`src/rtl/status_irq_pkg.sv`:
```
// Shared constants for the interrupt aggregator: register layout and address map.
// Assumes the master register width is derived from the port event count.
package status_irq_pkg;
    localparam int TST_EVT_N = 3;
    localparam int DMA_N     = 9;
    localparam int MS_TST    = 0;
    localparam int MS_HOST   = 1;
    localparam int MS_LBIRQ  = 2;
    localparam int MS_LBRDY  = 3;
    localparam int MS_PORT0  = 4;

    typedef enum logic [1:0] {
        A_MSTAT = 2'd0,
        A_MMASK = 2'd1,
        A_DSTAT = 2'd2,
        A_DMASK = 2'd3
    } reg_addr_e;
endpackage

```
`src/rtl/stat_reg.sv`:
```
// Sticky status register with write-1-to-clear and a per-bit interrupt mask.
// The set vector arrives already gated. A set wins over a clear of the same bit.
// Bits in hide read as 0 and do not count toward the active output.
module stat_reg #(
    parameter int W = 8
) (
    input  logic         clk,
    input  logic         rst_n,
    input  logic [W-1:0] set,
    input  logic         clr_we,
    input  logic [W-1:0] clr_data,
    input  logic         mask_we,
    input  logic [W-1:0] mask_data,
    input  logic [W-1:0] hide,
    output logic [W-1:0] status_view,
    output logic [W-1:0] mask_q,
    output logic         active
);
    logic [W-1:0] status_q;
    logic [W-1:0] clr_eff;
    logic [W-1:0] keep;

    // Bits that this cycle's write clears.
    always_comb clr_eff = clr_we ? clr_data : '0;
    // Bits that survive the clear.
    always_comb keep = status_q & ~clr_eff;

    // Record events and apply clears; a set overrides a clear.
    always_ff @(posedge clk) begin
        if (!rst_n) status_q <= '0;
        else        status_q <= keep | set;
    end

    // Hold the mask until software rewrites it.
    always_ff @(posedge clk) begin
        if (!rst_n)       mask_q <= '0;
        else if (mask_we) mask_q <= mask_data;
    end

    // Visible status and the enabled-pending flag.
    always_comb begin
        status_view = status_q & ~hide;
        active      = |(status_view & mask_q);
    end

    AST_EVENT_WINS: assert property (@(posedge clk) disable iff (!rst_n)
        (set != '0) |=> ((status_q & $past(set)) == $past(set)));
    AST_CLEAR_WORKS: assert property (@(posedge clk) disable iff (!rst_n)
        clr_we |=> ((status_q & $past(clr_data & ~set)) == '0));
    AST_STICKY: assert property (@(posedge clk) disable iff (!rst_n)
        ((status_q & $past(keep)) == $past(keep)));
endmodule

```
`src/rtl/irq_out.sv`:
```
// Registered active-low interrupt drivers. The local line is gated by the mode.
// Assumes the pending input is a combinational OR of the enabled status.
module irq_out (
    input  logic clk,
    input  logic rst_n,
    input  logic pending,
    input  logic cfg_mode,
    output logic host_irq_n,
    output logic local_irq_n
);
    // Register both lines one cycle after the pending condition.
    always_ff @(posedge clk) begin
        if (!rst_n) begin
            host_irq_n  <= 1'b1;
            local_irq_n <= 1'b1;
        end else begin
            host_irq_n  <= ~pending;
            local_irq_n <= ~(pending & cfg_mode);
        end
    end
endmodule

```
`src/rtl/status_irq_agg.sv`:
```
// Top of the aggregator: builds the event vectors, decodes the register port,
// and drives the two interrupt lines. Assumes DATA_W is at least both register widths.
module status_irq_agg
    import status_irq_pkg::*;
#(
    parameter int PORT_EVT_N = 2,
    parameter int DATA_W     = 16
) (
    input  logic                  clk,
    input  logic                  rst_n,
    input  logic                  cfg_mode,
    input  logic [PORT_EVT_N-1:0] port_evt,
    input  logic [TST_EVT_N-1:0]  tst_evt,
    input  logic [TST_EVT_N-1:0]  tst_en,
    input  logic                  host_bus_evt,
    input  logic                  lb_irq_evt,
    input  logic                  lb_rdy_err_evt,
    input  logic [DMA_N-1:0]      dma_evt,
    input  logic [1:0]            reg_addr,
    input  logic                  reg_wr,
    input  logic [DATA_W-1:0]     reg_wdata,
    output logic [DATA_W-1:0]     reg_rdata,
    output logic                  host_irq_n,
    output logic                  local_irq_n
);
    localparam int MS_W = MS_PORT0 + PORT_EVT_N;

    logic [MS_W-1:0]  m_set, m_hide, m_view, m_mask;
    logic [DMA_N-1:0] d_view, d_mask;
    logic             m_act, d_act, pending;
    logic             tst_hit;

    // Tester summary: any enabled tester event.
    always_comb tst_hit = |(tst_evt & tst_en);

    // Master event vector; bridge-only sources are blocked in configuration mode.
    always_comb begin
        m_set                          = '0;
        m_set[MS_TST]                  = tst_hit;
        m_set[MS_HOST]                 = host_bus_evt;
        m_set[MS_LBIRQ]                = lb_irq_evt & ~cfg_mode;
        m_set[MS_LBRDY]                = lb_rdy_err_evt & ~cfg_mode;
        m_set[MS_PORT0 +: PORT_EVT_N]  = port_evt;
        m_hide                         = '0;
        m_hide[MS_LBIRQ]               = cfg_mode;
        m_hide[MS_LBRDY]               = cfg_mode;
    end

    stat_reg #(.W(MS_W)) u_mreg (
        .clk        (clk),
        .rst_n      (rst_n),
        .set        (m_set),
        .clr_we     (reg_wr && reg_addr == A_MSTAT),
        .clr_data   (reg_wdata[MS_W-1:0]),
        .mask_we    (reg_wr && reg_addr == A_MMASK),
        .mask_data  (reg_wdata[MS_W-1:0]),
        .hide       (m_hide),
        .status_view(m_view),
        .mask_q     (m_mask),
        .active     (m_act)
    );

    stat_reg #(.W(DMA_N)) u_dreg (
        .clk        (clk),
        .rst_n      (rst_n),
        .set        (dma_evt),
        .clr_we     (reg_wr && reg_addr == A_DSTAT),
        .clr_data   (reg_wdata[DMA_N-1:0]),
        .mask_we    (reg_wr && reg_addr == A_DMASK),
        .mask_data  (reg_wdata[DMA_N-1:0]),
        .hide       ('0),
        .status_view(d_view),
        .mask_q     (d_mask),
        .active     (d_act)
    );

    // Either register has an enabled bit pending.
    always_comb pending = m_act | d_act;

    irq_out u_irq (
        .clk        (clk),
        .rst_n      (rst_n),
        .pending    (pending),
        .cfg_mode   (cfg_mode),
        .host_irq_n (host_irq_n),
        .local_irq_n(local_irq_n)
    );

    // Read multiplexer; unused upper bits read as zero.
    always_comb begin
        reg_rdata = '0;
        case (reg_addr)
            A_MSTAT: reg_rdata[MS_W-1:0]  = m_view;
            A_MMASK: reg_rdata[MS_W-1:0]  = m_mask;
            A_DSTAT: reg_rdata[DMA_N-1:0] = d_view;
            default: reg_rdata[DMA_N-1:0] = d_mask;
        endcase
    end

    AST_HOST_ASSERTS: assert property (@(posedge clk) disable iff (!rst_n)
        (m_act || d_act) |=> !host_irq_n);
    AST_HOST_IDLE: assert property (@(posedge clk) disable iff (!rst_n)
        !(m_act || d_act) |=> host_irq_n);
    AST_LOCAL_BRIDGE_QUIET: assert property (@(posedge clk) disable iff (!rst_n)
        !cfg_mode |=> local_irq_n);
    AST_CFG_HIDES: assert property (@(posedge clk) disable iff (!rst_n)
        (cfg_mode && reg_addr == A_MSTAT) |-> (reg_rdata[MS_LBRDY:MS_LBIRQ] == 2'b00));
endmodule

```
`config.mk`:
```
export PLATFORM = sky130hd
export DESIGN_NAME = status_irq_agg
export DESIGN_NICKNAME = d
export VERILOG_FILES = /design/src/rtl/status_irq_pkg.sv /design/src/rtl/stat_reg.sv /design/src/rtl/irq_out.sv /design/src/rtl/status_irq_agg.sv
export SDC_FILE = /design/constraint.sdc
export NUM_CORES = 1
export LEC_CHECK = 0
export BUFFER_PORTS_ARGS = -buffer_cell sky130_fd_sc_hd__buf_2
export CORE_ASPECT_RATIO = 0.8
export CORE_MARGIN = 1
export CORE_UTILIZATION = 39
export CTS_BUF_LIST = sky130_fd_sc_hd__clkbuf_16
export DETAILED_ROUTE_END_ITERATION = 16
export GPL_TIMING_DRIVEN = 0
export HOLD_SLACK_MARGIN = 0.06
export PLACE_DENSITY = 0.66
export SLEW_MARGIN = 25
export SYNTH_ARGS = -nofsm -noshare
export SYNTH_HDL_FRONTEND = slang
export SYNTH_SLANG_ARGS = --single-unit
export TNS_END_PERCENT = 30
```
`constraint.sdc`:
```
create_clock -name clk -period 1.4 [get_ports clk]
set_input_delay 0.07 -clock clk [delete_from_list [all_inputs] [get_ports clk]]
set_output_delay 0.07 -clock clk [all_outputs]
set_load 0.02 [all_outputs]
```
Word-level counts from Yosys, hierarchy flattened:

Index checks and enable logic that the tools add are counted.

* $add $sub $neg: 0
* $mul: 0
* divide/modulo/power cells: 0
* $lt $le $gt $ge: 0
* eq/ne operators: 3
* shifts and indexed selects: 0
* muxes and demuxes: 4
* bitwise operators: 18
* reductions and logical operators: 9

Operator list (number)
* $and 6x6->6: 3
* $and 9x9->9: 2
* $pmux 6 s3: 1
* $mux 9: 1
* $not 9->9: 1
* $or 9x9->9: 1
* $reduce_or 9->1: 1
* $mux 6: 1
* $not 4->6: 1
* $not 6->6: 1
* $or 6x6->6: 1
* $pmux 3 s2: 1
* $reduce_or 6->1: 1
* $eq 2x2->1 const B: 2
* $logic_and 1x1->1: 4
* $and 1x1->1: 3
* $and 3x3->3: 1
* $not 1->1: 3
* $reduce_or 3->1: 1
* $eq 2x1->1 const B: 1
* $logic_not 2->1: 1
* $reduce_or 2->1: 1
* $or 1x1->1: 1

* bits in registers: 32
* latch bits: 0
* memory bits (writable): 0
* bits in read-only memories: 0
* input bits: 42
* output and inout bits: 18
* word-level logic and storage cells: 40
* memories: 0

Longest topological paths before layout:

* word-level depth: 7
* depth in mapped cells: 4
* mapped depth without buffers: 3

Modules after synthesis:

From an unflattened synthesis, not the netlist that was laid out.

* cells, all modules: 174
* area, all modules: 1717.9 um^2

Modules (own cells, without submodules)
* stat_reg at u_dreg: instances 1, cells an instance 84, area each 788.3 um^2, seq. area each 360.3 um^2
* stat_reg at u_mreg: instances 1, cells an instance 54, area each 549.3 um^2, seq. area each 240.2 um^2
* status_irq_agg: instances 1, cells an instance 32, area each 331.6 um^2, seq. area each 0.0 um^2
* irq_out: instances 1, cells an instance 4, area each 48.8 um^2, seq. area each 40.0 um^2

Worst setup path before layout:

No wires, ideal clock.

* kind: register -> register
* start: register u_dreg.status_q[5]
* end: register u_irq.host_irq_n
* library setup time: 96 ps
* data arrival time: 992 ps
* data required time: 1304 ps
* slack: 312 ps
* cell stages (with the launch flop): 4
* buffers on the path: 0
* period minus slack after synthesis: 1088 ps
* cells stage by stage: dfxtp_1 > a222oi_1 > nand3_1 > o41ai_2

* cells in the longest elaborated chain, start to end: 4

Ends and longest elaborated chain
* from (decl): line stat_reg.sv:19 `logic [W-1:0] status_q;`
* from (signal assigned): line stat_reg.sv:31 `else status_q <= keep | set;`
* $and 9x9->9: line stat_reg.sv:43 `active = |(status_view & mask_q);`
* $reduce_or 9->1: line stat_reg.sv:43
* $or 1x1->1: line status_irq_agg.sv:78 `always_comb pending = m_act | d_act;`
* $not 1->1: line irq_out.sv:17 `host_irq_n <= ~pending;`
* to (signal assigned): line irq_out.sv:17
* to (decl): line irq_out.sv:8 `output logic host_irq_n,`

No other way between the ends.
A chain may end at the register's enable or synchronous reset.

Final worst setup path:

* start: register u_mreg.status_q[3]
* end: output reg_rdata[3]

* cells in the longest elaborated chain, start to end: 2

Ends and longest elaborated chain
* from (decl): line stat_reg.sv:19
* from (signal assigned): line stat_reg.sv:31
* $and 6x6->6: line stat_reg.sv:42 `status_view = status_q & ~hide;`
* $pmux 6 s3: line status_irq_agg.sv:92 `case (reg_addr)`
* to (decl): line status_irq_agg.sv:22 `output logic [DATA_W-1:0] reg_rdata,`

No other way between the ends.

==> results.ini <==
[grt]
met3_usage_pct = 4.79
grt_pass1_vias = 1291
grt_use_met1_pct = 27.0
grtUsageMet2_pct = 30.0
grt_max_degree = 11
antenna_found_initial = 0
busiest_layer = met2
grt-ovfl-total = 0
grt_usage_pct = 19.7
grt_pass1_wl_mm = 6.13

[cells_and_area]
finalNonFillerCells = 277
regArea_um2 = 643
fin_nets = 263
multiInputGateArea_um2 = 866
antenna_cells = 0
synthToLayoutAreaGrowth_pct = 39.6
stdcell_area_um2 = 2170
layout-drive-gt1-share_pct = 35.1
num-fill-cells = 366

[placement]
dp_cells = 256
routabilityCongestion = 0.763
place_area_um2 = 1870
place_hpwl_mm = 2.61
numPortBuffers = 45

[yosys]
yosysTopAreaCellShare_pct = 41.2
syn_inst = 150
syn_area_per_cell_um2 = 10.4
synth_cell_types = 27
synth_area_leaders = dfxtp_1 (41%), mux4_2 (8.7%), a21boi_0 (7.2%)
synth_warnings = 0
seq_area_frac_synth_pct = 41.2
synth_top_area_cell = dfxtp_1
syn_area_um2 = 1560
yosys_register_bits = 32

[drt]
viasPerCell = 4.87
wl_per_cell_um = 13.6
firstDrtPassIters = 4
drc = 0
ant_nets = 0
first_iter_violations = 70
drt_wl_total_mm = 3.78
num_vias = 1350

[cts]
clockBufferDepth = 2
cts.htree.levels = 2
clk_pin_slew_ps = 50
root_buffer = clkbuf_16
clk_latency_ps = 270
cts_buffers = 5
cts_tree = done
post-cts-setup-buffers = 0
clock_sinks = 32

[critical_path]
cp_max_fo = 2
cp_data_arrival_time_ps = 1310
r2r_cells = 3
critPathCaptureType = primary output
critPathLaunchType = flip-flop
critPathRequiredTime_ps = 1330
critPathKind = flip-flop to primary output

[pwr]
vdd_drop_max_v = 0.000528
leakage_nw = 0.974
p_seq_share_pct = 41.9
switching_share_pct = 24.3
switchingPower_uw = 578
p_comb_share_pct = 15.6
p_int_mw = 1.80
p_per_area_nw_per_um2 = 1100
pwr-share-clk_pct = 42.6

[run]
cap_violations = 0

[sta]
final-max-slew-violation-count = 0
rsz0062_at_grt = true
fmax_mhz = 724
period_needed_ps = 1380
finalSetupViolCount = 0
finalCritPeriodShare_pct = 98.7
clock_skew_ps = 3.71
hold_violations = 0
slew_headroom_pct = 62.6
worst_pin_slew_ps = 561
hold_ws_ps = 71.5

[hold_path]
min_path_type = input port to flip-flop
whs_path_depth = 3

[run_status]
status = finished clean

[die]
die_h_um = 58.5
die_w_um = 72.6
start_util_pct = 40.9
fp.coreArea_um2 = 3800
rows = 20
io_pins = 60
die_area_um2 = 4250

## cells by family after synthesis
kind of cell	synth area share, %
other	0.241
buffers and inverters	5.55
multiplexers	14.5
flip-flops	41.2
AO/OA/AOI/OAI	24.9
AND/OR/NAND/NOR	13.7
## cells in the final DEF, fill, tap and decap left out, types with 5 or more instances in the layout
master / n
a21boi_0: 15
a21boi_1: 9
buf_2: 46
buf_4: 8
clkbuf_16: 5
conb_1: 7
dfxtp_1: 30
dlygate4sd3_1: 13
mux2i_1: 9
mux4_2: 6
nand2_1: 19
nor2b_1: 11
o21a_1: 14
## worst paths after layout
path | startpoint | end | slack [ps]
setup / recovery | u_mreg.status_q[3]$_SDFF_PN0_ | reg_rdata[3] | 20
hold / removal | reg_wdata[8] | u_dreg.mask_q[8]$_SDFFE_PN0P_ | 70
setup reg to reg | u_dreg.status_q[5]$_SDFF_PN0_ | u_irq.host_irq_n$_SDFF_PN1_ | 80
hold reg to reg | u_dreg.mask_q[5]$_SDFFE_PN0P_ | u_dreg.mask_q[5]$_SDFFE_PN0P_ | 490
## registers in the layout, summed over array words and instances (netlist names)
signal and flops:
u_irq.local_irq_n 1, u_mreg.status_q 6, u_dreg.status_q 9, u_irq.host_irq_n 1, u_mreg.mask_q 6, u_dreg.mask_q 9
## stage by stage
step / power (mW) / setup TNS (ps) / setup slack [ps] / utilization [%]
3_3_place_gp: 1.34 / 0 / 89.4 / 49.2
3_5_place_dp: 1.35 / 0 / 99.6 / 49.2
2_1_floorplan: 1.22 / 0 / 312 / -
4_1_cts: 2.39 / 0 / 5.89 / 56.4
6_report: 2.38 / 0 / 17.9 / 57.1
5_1_grt: 2.48 / -32.7 / -19.8 / 57.1
## final cells by class
| cell class | count | area share (%) |
|---|---|---|
| buffer | 14 | 3.98 |
| clock inverter | 3 | 0.634 |
| timing repair buffer | 58 | 16.9 |
| multi-input combinational | 110 | 39.9 |
| sequential | 32 | 29.6 |
| tap | 55 | 3.17 |
| clock buffer | 5 | 5.76 |
## timing repair
action                                  in CTS  in global routing
pin swaps                                    0                  1
resized for setup                            2                  8
gates cloned                                 0                  0
hold buffers                                13                  0
hold endpoints to repair                    13                  0
endpoints found under the setup margin       1                  3
## power groups by stage
stage	combinational (mW)	clock, mW	sequential, mW
2_1_floorplan	0.212	0	1.01
5_1_grt	0.404	1.07	1.00
6_report	0.370	1.01	0.997
3_3_place_gp	0.330	0	1.01
3_5_place_dp	0.332	0	1.01
4_1_cts	0.364	1.03	0.995
## synthesized netlist by cell type
| cell | number |
|---|---|
| a222oi_1 | 2 |
| a21boi_0 | 15 |
| and3b_1 | 1 |
| o21a_1 | 14 |
| conb_1 | 1 |
| a21boi_1 | 9 |
| and2_1 | 1 |
| dfxtp_1 | 32 |
| buf_4 | 8 |
| nand2_1 | 19 |
| mux4_2 | 6 |
| buf_2 | 3 |
| clkbuf_1 | 2 |
| nand3_1 | 1 |
| nand3b_2 | 1 |
| nor2b_1 | 13 |
| a21o_1 | 1 |
| a21bo_2 | 1 |
| buf_1 | 1 |
| a22oi_1 | 4 |
| o41ai_2 | 1 |
| nand3_2 | 1 |
| o311ai_1 | 1 |
| mux2i_1 | 9 |
| a22o_1 | 1 |
| nor3b_2 | 1 |
| and3_1 | 1 |
## worst max-delay path, cell delays in order (launching register included)
cell     delay, ps
dfxtp_2        310
nor2b_4        120
mux4_2         470
buf_6          150
## routing by layer
metal / wire, um / share of wire, %
met3: 208 / 5.5
met1: 1920 / 51
met4: 58 / 1.5
met2: 1590 / 42
met5: 0 / 0
(Power assumes the default switching activity.)
